### config.mk
export PLATFORM = sky130hd
export DESIGN_NAME = sc_char_rx
export DESIGN_NICKNAME = d
export VERILOG_FILES = /design/src/rtl/sc_rx_pkg.sv /design/src/rtl/sc_etu_timer.sv /design/src/rtl/sc_rx_shift.sv /design/src/rtl/sc_rx_ctrl.sv /design/src/rtl/sc_char_rx.sv
export SDC_FILE = /design/constraint.sdc
export NUM_CORES = 1
export LEC_CHECK = 0
export ABC_AREA = 1
export BUFFER_PORTS_ARGS = -buffer_cell sky130_fd_sc_hd__buf_2
export CAP_MARGIN = 20
export CORE_UTILIZATION = 55
export CTS_BUF_LIST = sky130_fd_sc_hd__clkbuf_16
export CTS_CLUSTER_DIAMETER = 120
export DETAILED_ROUTE_END_ITERATION = 8
export PLACE_DENSITY = 0.73
export SLEW_MARGIN = 0
export SYNTH_ARGS = -nofsm -noshare
export SYNTH_HDL_FRONTEND = slang
export SYNTH_SLANG_ARGS = --single-unit
### constraint.sdc
create_clock -name clk -period 1.7 [get_ports clk]
set_clock_uncertainty 0.1 [all_clocks]
set_input_delay 0.425 -clock clk [delete_from_list [all_inputs] [get_ports clk]]
set_output_delay 0.425 -clock clk [all_outputs]
set_load 0.05 [all_outputs]
### src/rtl/sc_rx_pkg.sv
// Shared types for the smart card character receiver.
package sc_rx_pkg;

    // Receiver control states
    typedef enum logic [2:0] {
        ST_IDLE,    // waiting for a falling start edge
        ST_START,   // timing to the start bit midpoint
        ST_BITS,    // sampling data bits and the parity bit
        ST_GAP,     // waiting from the parity midpoint to the error slot
        ST_ERRDRV,  // driving the line low for one etu
        ST_RELEASE  // waiting for the line to return high
    } rx_state_t;

endpackage

### src/rtl/sc_etu_timer.sv
// Elementary time unit timer.
// Counts clock cycles and ticks either after half an etu (in the start
// phase) or after a whole etu. The count restarts on clear and on every tick.
// Assumes ETU_CYCLES >= 4.
module sc_etu_timer #(
    parameter int ETU_CYCLES = 372
) (
    input  logic clk,
    input  logic rst_n,
    input  logic clear,
    input  logic use_half,
    output logic tick
);
    localparam int CNT_W = $clog2(ETU_CYCLES);
    localparam logic [CNT_W-1:0] HALF_LAST = CNT_W'(ETU_CYCLES / 2 - 1);
    localparam logic [CNT_W-1:0] FULL_LAST = CNT_W'(ETU_CYCLES - 1);

    logic [CNT_W-1:0] cnt;

    // Tick when the count reaches the selected interval end
    always_comb begin
        tick = (cnt == (use_half ? HALF_LAST : FULL_LAST));
    end

    // Cycle counter, restarted by clear or by a tick
    always_ff @(posedge clk) begin
        if (!rst_n || clear || tick) begin
            cnt <= '0;
        end else begin
            cnt <= cnt + 1'b1;
        end
    end
endmodule

### src/rtl/sc_rx_shift.sv
// Data assembly for received bits.
// Shifts logical bit values into a byte in either order and keeps a running
// parity over everything shifted in since the last clear.
// Assumes msb_first is stable for the whole character.
module sc_rx_shift #(
    parameter int DATA_W = 8
) (
    input  logic              clk,
    input  logic              rst_n,
    input  logic              clear,
    input  logic              shift_en,
    input  logic              bit_logical,
    input  logic              msb_first,
    output logic [DATA_W-1:0] data,
    output logic              par_acc
);
    // Shift register: LSB-first fills from the top, MSB-first from the bottom
    always_ff @(posedge clk) begin
        if (!rst_n) begin
            data <= '0;
        end else if (shift_en) begin
            if (msb_first) begin
                data <= {data[DATA_W-2:0], bit_logical};
            end else begin
                data <= {bit_logical, data[DATA_W-1:1]};
            end
        end
    end

    // Running parity of the bits shifted in
    always_ff @(posedge clk) begin
        if (!rst_n || clear) begin
            par_acc <= 1'b0;
        end else if (shift_en) begin
            par_acc <= par_acc ^ bit_logical;
        end
    end
endmodule

### src/rtl/sc_rx_ctrl.sv
// Control for the character receiver.
// Detects the start edge, confirms the start bit at its midpoint, counts
// the data and parity bits, judges parity, and times the one-etu error pulse.
// Assumes io_line is synchronous to clk.
module sc_rx_ctrl
    import sc_rx_pkg::*;
#(
    parameter int DATA_W = 8
) (
    input  logic clk,
    input  logic rst_n,
    input  logic io_line,
    input  logic bit_logical,
    input  logic parity_odd,
    input  logic par_acc,
    input  logic tick,
    output logic timer_clear,
    output logic timer_half,
    output logic shift_clear,
    output logic shift_en,
    output logic rx_valid,
    output logic parity_err,
    output logic io_drive_low
);
    localparam int IDX_W = $clog2(DATA_W + 1);
    localparam logic [IDX_W-1:0] PAR_IDX = IDX_W'(DATA_W);

    rx_state_t        state;
    logic [IDX_W-1:0] bit_idx;
    logic             line_prev;
    logic             start_edge;
    logic             par_bad;

    // Falling edge of the line and the parity verdict
    always_comb begin
        start_edge = line_prev && !io_line;
        par_bad    = par_acc ^ bit_logical ^ parity_odd;
    end

    // Strobes for the timer and the shifter
    always_comb begin
        timer_clear = (state == ST_IDLE);
        timer_half  = (state == ST_START);
        shift_clear = (state == ST_IDLE);
        shift_en    = (state == ST_BITS) && tick && (bit_idx != PAR_IDX);
    end

    // Previous line level, for edge detection
    always_ff @(posedge clk) begin
        if (!rst_n) begin
            line_prev <= 1'b1;
        end else begin
            line_prev <= io_line;
        end
    end

    // Receive sequence and output pulses
    always_ff @(posedge clk) begin
        if (!rst_n) begin
            state        <= ST_IDLE;
            bit_idx      <= '0;
            rx_valid     <= 1'b0;
            parity_err   <= 1'b0;
            io_drive_low <= 1'b0;
        end else begin
            rx_valid   <= 1'b0;
            parity_err <= 1'b0;
            case (state)
                ST_IDLE: begin
                    if (start_edge) begin
                        state <= ST_START;
                    end
                end
                ST_START: begin
                    if (tick) begin
                        bit_idx <= '0;
                        state   <= io_line ? ST_IDLE : ST_BITS;
                    end
                end
                ST_BITS: begin
                    if (tick) begin
                        if (bit_idx == PAR_IDX) begin
                            if (par_bad) begin
                                parity_err <= 1'b1;
                                state      <= ST_GAP;
                            end else begin
                                rx_valid <= 1'b1;
                                state    <= ST_RELEASE;
                            end
                        end else begin
                            bit_idx <= bit_idx + 1'b1;
                        end
                    end
                end
                ST_GAP: begin
                    if (tick) begin
                        io_drive_low <= 1'b1;
                        state        <= ST_ERRDRV;
                    end
                end
                ST_ERRDRV: begin
                    if (tick) begin
                        io_drive_low <= 1'b0;
                        state        <= ST_RELEASE;
                    end
                end
                ST_RELEASE: begin
                    if (io_line) begin
                        state <= ST_IDLE;
                    end
                end
                default: state <= ST_IDLE;
            endcase
        end
    end
endmodule

### src/rtl/sc_char_rx.sv
// Smart card character receiver, top level.
// Joins the etu timer, the bit assembler and the control. ETU_CYCLES is the
// number of clock cycles in one elementary time unit. Assumes conv_inverse
// and parity_odd are stable during a character.
module sc_char_rx #(
    parameter int ETU_CYCLES = 372,
    parameter int DATA_W     = 8
) (
    input  logic              clk,
    input  logic              rst_n,
    input  logic              conv_inverse,
    input  logic              parity_odd,
    input  logic              io_line,
    output logic              io_drive_low,
    output logic [DATA_W-1:0] rx_data,
    output logic              rx_valid,
    output logic              parity_err
);
    logic bit_logical;
    logic tick;
    logic timer_clear;
    logic timer_half;
    logic shift_clear;
    logic shift_en;
    logic par_acc;

    // Line level to logical value under the selected convention
    always_comb begin
        bit_logical = io_line ^ conv_inverse;
    end

    sc_etu_timer #(.ETU_CYCLES(ETU_CYCLES)) u_timer (
        .clk      (clk),
        .rst_n    (rst_n),
        .clear    (timer_clear),
        .use_half (timer_half),
        .tick     (tick)
    );

    sc_rx_shift #(.DATA_W(DATA_W)) u_shift (
        .clk         (clk),
        .rst_n       (rst_n),
        .clear       (shift_clear),
        .shift_en    (shift_en),
        .bit_logical (bit_logical),
        .msb_first   (conv_inverse),
        .data        (rx_data),
        .par_acc     (par_acc)
    );

    sc_rx_ctrl #(.DATA_W(DATA_W)) u_ctrl (
        .clk          (clk),
        .rst_n        (rst_n),
        .io_line      (io_line),
        .bit_logical  (bit_logical),
        .parity_odd   (parity_odd),
        .par_acc      (par_acc),
        .tick         (tick),
        .timer_clear  (timer_clear),
        .timer_half   (timer_half),
        .shift_clear  (shift_clear),
        .shift_en     (shift_en),
        .rx_valid     (rx_valid),
        .parity_err   (parity_err),
        .io_drive_low (io_drive_low)
    );
endmodule

==> results_dict.tcl <==
set metrics [dict create \
    drt_iter0_markers 50 \
    drc 0 \
    synth-seq-cells 29 \
    layout-drive-gt1-share_pct 25.3 \
    hold_viol_final 0 \
    power.density_nw_per_um2 1370 \
    die-height_um 54.4 \
    cap_violations 0 \
    ant_nets 0 \
    rr_startpoint "u_ctrl.bit_idx[0]" \
    maxSlewHeadroom_pct 77.3 \
    io_pins 16 \
    wl_per_cell_um 13.0 \
    clk_pin_slew_ns 0.05 \
    critPathArrivalTime_ns 1.74 \
    tightest_slew_ns 0.338 \
    drtPass1Iterations 4 \
    cp_data_required_time_ns 1.78 \
    cts-root-buf "clkbuf_16" \
    antennaDiodeCount 0 \
    clockBufferDepth 2 \
    rows 18 \
    synth_edf_count 0 \
    hp-start "parity_odd" \
    synthTopCellsByArea "dfxtp_1, nand2_1, nor2_1" \
    synth_largest_area_cell "dfxtp_1" \
    async_flop_share_pct 0 \
    htree_levels 2 \
    vias 1537 \
    syn_area_um2 1510 \
    grt_pass1_wl_um 5310 \
    holdPathStages 3 \
    finalWorstSetupSlack_ns 0.0380 \
    setup_viol 0 \
    max-vdd-ir-drop_mv 1.29 \
    place.gp.congestion 0.947 \
    post-route-period-util_pct 97.8 \
    holdCritPathClass "input pin to register" \
    pre_cts_slack_ns 0.0199 \
    cts_tree "yes" \
    regToRegSetupSlack_ns 0.04 \
    grt.overflow.total 0 \
    leakagePower_nw 0.901 \
    hold_end "u_ctrl.rx_valid" \
    ys_types 24 \
    holdBufCountCts 0 \
    r2r-end "u_shift.data[5]" \
    drv_slew 0 \
    fill_cells 164 \
    utilization_pct 77.5 \
    core-area_um2 2540 \
    cp-end-kind "register" \
    area_growth_syn_to_layout_pct 30.5 \
    reg2reg_depth 12 \
    cts_buffers 5 \
    start_util_pct 59.4 \
    yosys_warnings 0 \
    setup-tns-final_ns 0 \
    yosysSeqAreaShare_pct 38.4 \
    netlist.area_leader.share_pct 38.4 \
    outcome "complete, no violations" \
    fmax_mhz 602 \
    routed_via_density 5.36 \
    fp.dieArea_um2 2960 \
    clk_latency_ns 0.28 \
    ys_top_cells_by_count "nand2_1, nor2_1, dfxtp_1" \
    hold_ws_ns 0.355 \
    layout.nets 264 \
    grt_pass1_vias 1325 \
    wl_um 3720 \
    antenna_found_initial 0 \
    cp-start-kind "register" \
    cts_sinks 29 \
    period_needed_ns 1.66 \
    grt_max_degree 16 \
    dpl-instance-area_um2 1640 \
    syn_inst 222 \
    crit_type "register to register" \
    portBuffers 15 \
    die_w_um 54.4 \
    syn-num-nets 230 \
    grtUsageTotal_pct 25.8 \
    syn_avg_cell_area_um2 6.81 \
    crit_fanout 7 \
    final_area_um2 1970 \
    synth_top_flop_cell "dfxtp_1" \
    dp_hpwl_um 2270 \
    synth.most_common_cell "nand2_1" \
]
-- stage by stage --
step	instances	total power [W]
3_5_place_dp	271	0.00137
3_3_place_gp	271	0.00134
6_report	287	0.00269
2_1_floorplan	222	0.00121
5_1_grt	287	0.00281
4_1_cts	279	0.00255
-- flip-flops by register name, summed over array words and instances, names as in the netlist --
name	cells
u_ctrl.state	3
u_ctrl.parity_err	1
u_timer.cnt	9
u_ctrl.bit_idx	4
u_shift.par_acc	1
u_ctrl.io_drive_low	1
u_ctrl.line_prev	1
u_shift.data	8
u_ctrl.rx_valid	1
-- cell usage in the layout, fill, tap and decap left out, drive strengths merged --
master  instances
ha              3
a21boi          1
dfxtp          29
nand3          14
inv            27
nand2          67
clkinv          1
mux2i           5
o21ai           2
nand3b          1
clkbuf          5
xnor2           2
nor2           40
a21oi          14
bufinv          2
xor2            5
nor3b           1
nand4           4
nor3            4
buf            30
-- kinds of logic after synthesis --
| family | after synthesis | share of synthesized area [%] |
|---|---|---|
| and+or+nand+nor | 131 | 36.8 |
| DFF | 29 | 38.4 |
| buffers and inverters | 30 | 8.86 |
| adders and majority gates | 3 | 2.48 |
| AOI/OAI and AO/OA | 17 | 6.04 |
| muxes | 5 | 3.31 |
| xor gates and xnor gates | 7 | 4.06 |
-- repair_timing --
| action | in CTS | in global routing |
|---|---|---|
| hold endpoints to repair | 0 | 0 |
| pin swaps | 0 | 8 |
| buffers inserted | 0 | 8 |
| gates cloned | 0 | 0 |
| endpoints found under the setup margin | 1 | 23 |
| gates resized for setup | 1 | 21 |
-- power breakdown --
| part | total (W) | switching [W] | internal, W |
|---|---|---|---|
| Combinational | 0.000747 | 0.000470 | 0.000278 |
| Clock | 0.00115 | 0.000310 | 0.000835 |
| Sequential | 0.000801 | 0.0000613 | 0.000740 |
-- how the worst max path moves through the flow --
stage                                 start              end  slack, ns
after CTS                   u_ctrl.state[2]  u_shift.par_acc      0.001
after floorplan           u_ctrl.bit_idx[0]  u_shift.data[5]       0.20
after global placement       u_timer.cnt[5]  u_shift.par_acc       0.12
final                     u_ctrl.bit_idx[0]  u_shift.data[5]       0.04
after detailed placement  u_ctrl.bit_idx[1]  u_shift.par_acc       0.02
after global routing      u_ctrl.bit_idx[0]  u_shift.par_acc      -0.07
-- worst max-delay path, stage by stage, from the launching register on --
cell	delay, ns
dfxtp_1	0.32
inv_1	0.08
ha_4	0.17
nand2_2	0.06
nor2_2	0.04
nor2_1	0.11
inv_2	0.08
buf_12	0.13
nor2_4	0.18
buf_4	0.16
nand2_1	0.05
nand2_1	0.06
nor2_1	0.04
-- cell type report --
type / count / area [µm²] / share of cell area [%]
multi-input cells: 163 / 852 / 43.2
flip-flops and latches: 29 / 586 / 29.7
repair buffers: 30 / 204 / 10.3
clock buffers: 5 / 125 / 6.34
inverters: 27 / 104 / 5.26
clock inverters: 3 / 65.1 / 3.30
well taps: 30 / 37.5 / 1.90
-- metal layers --
metal,share of wire [%],global-route usage (%),vias up
li1,-,-,767
met3,6.2,8.61,14
met4,2.8,12.0,0
met5,0,0,-
met2,50,44.7,58
met1,41,28.2,698
(Power assumes the default switching activity.)
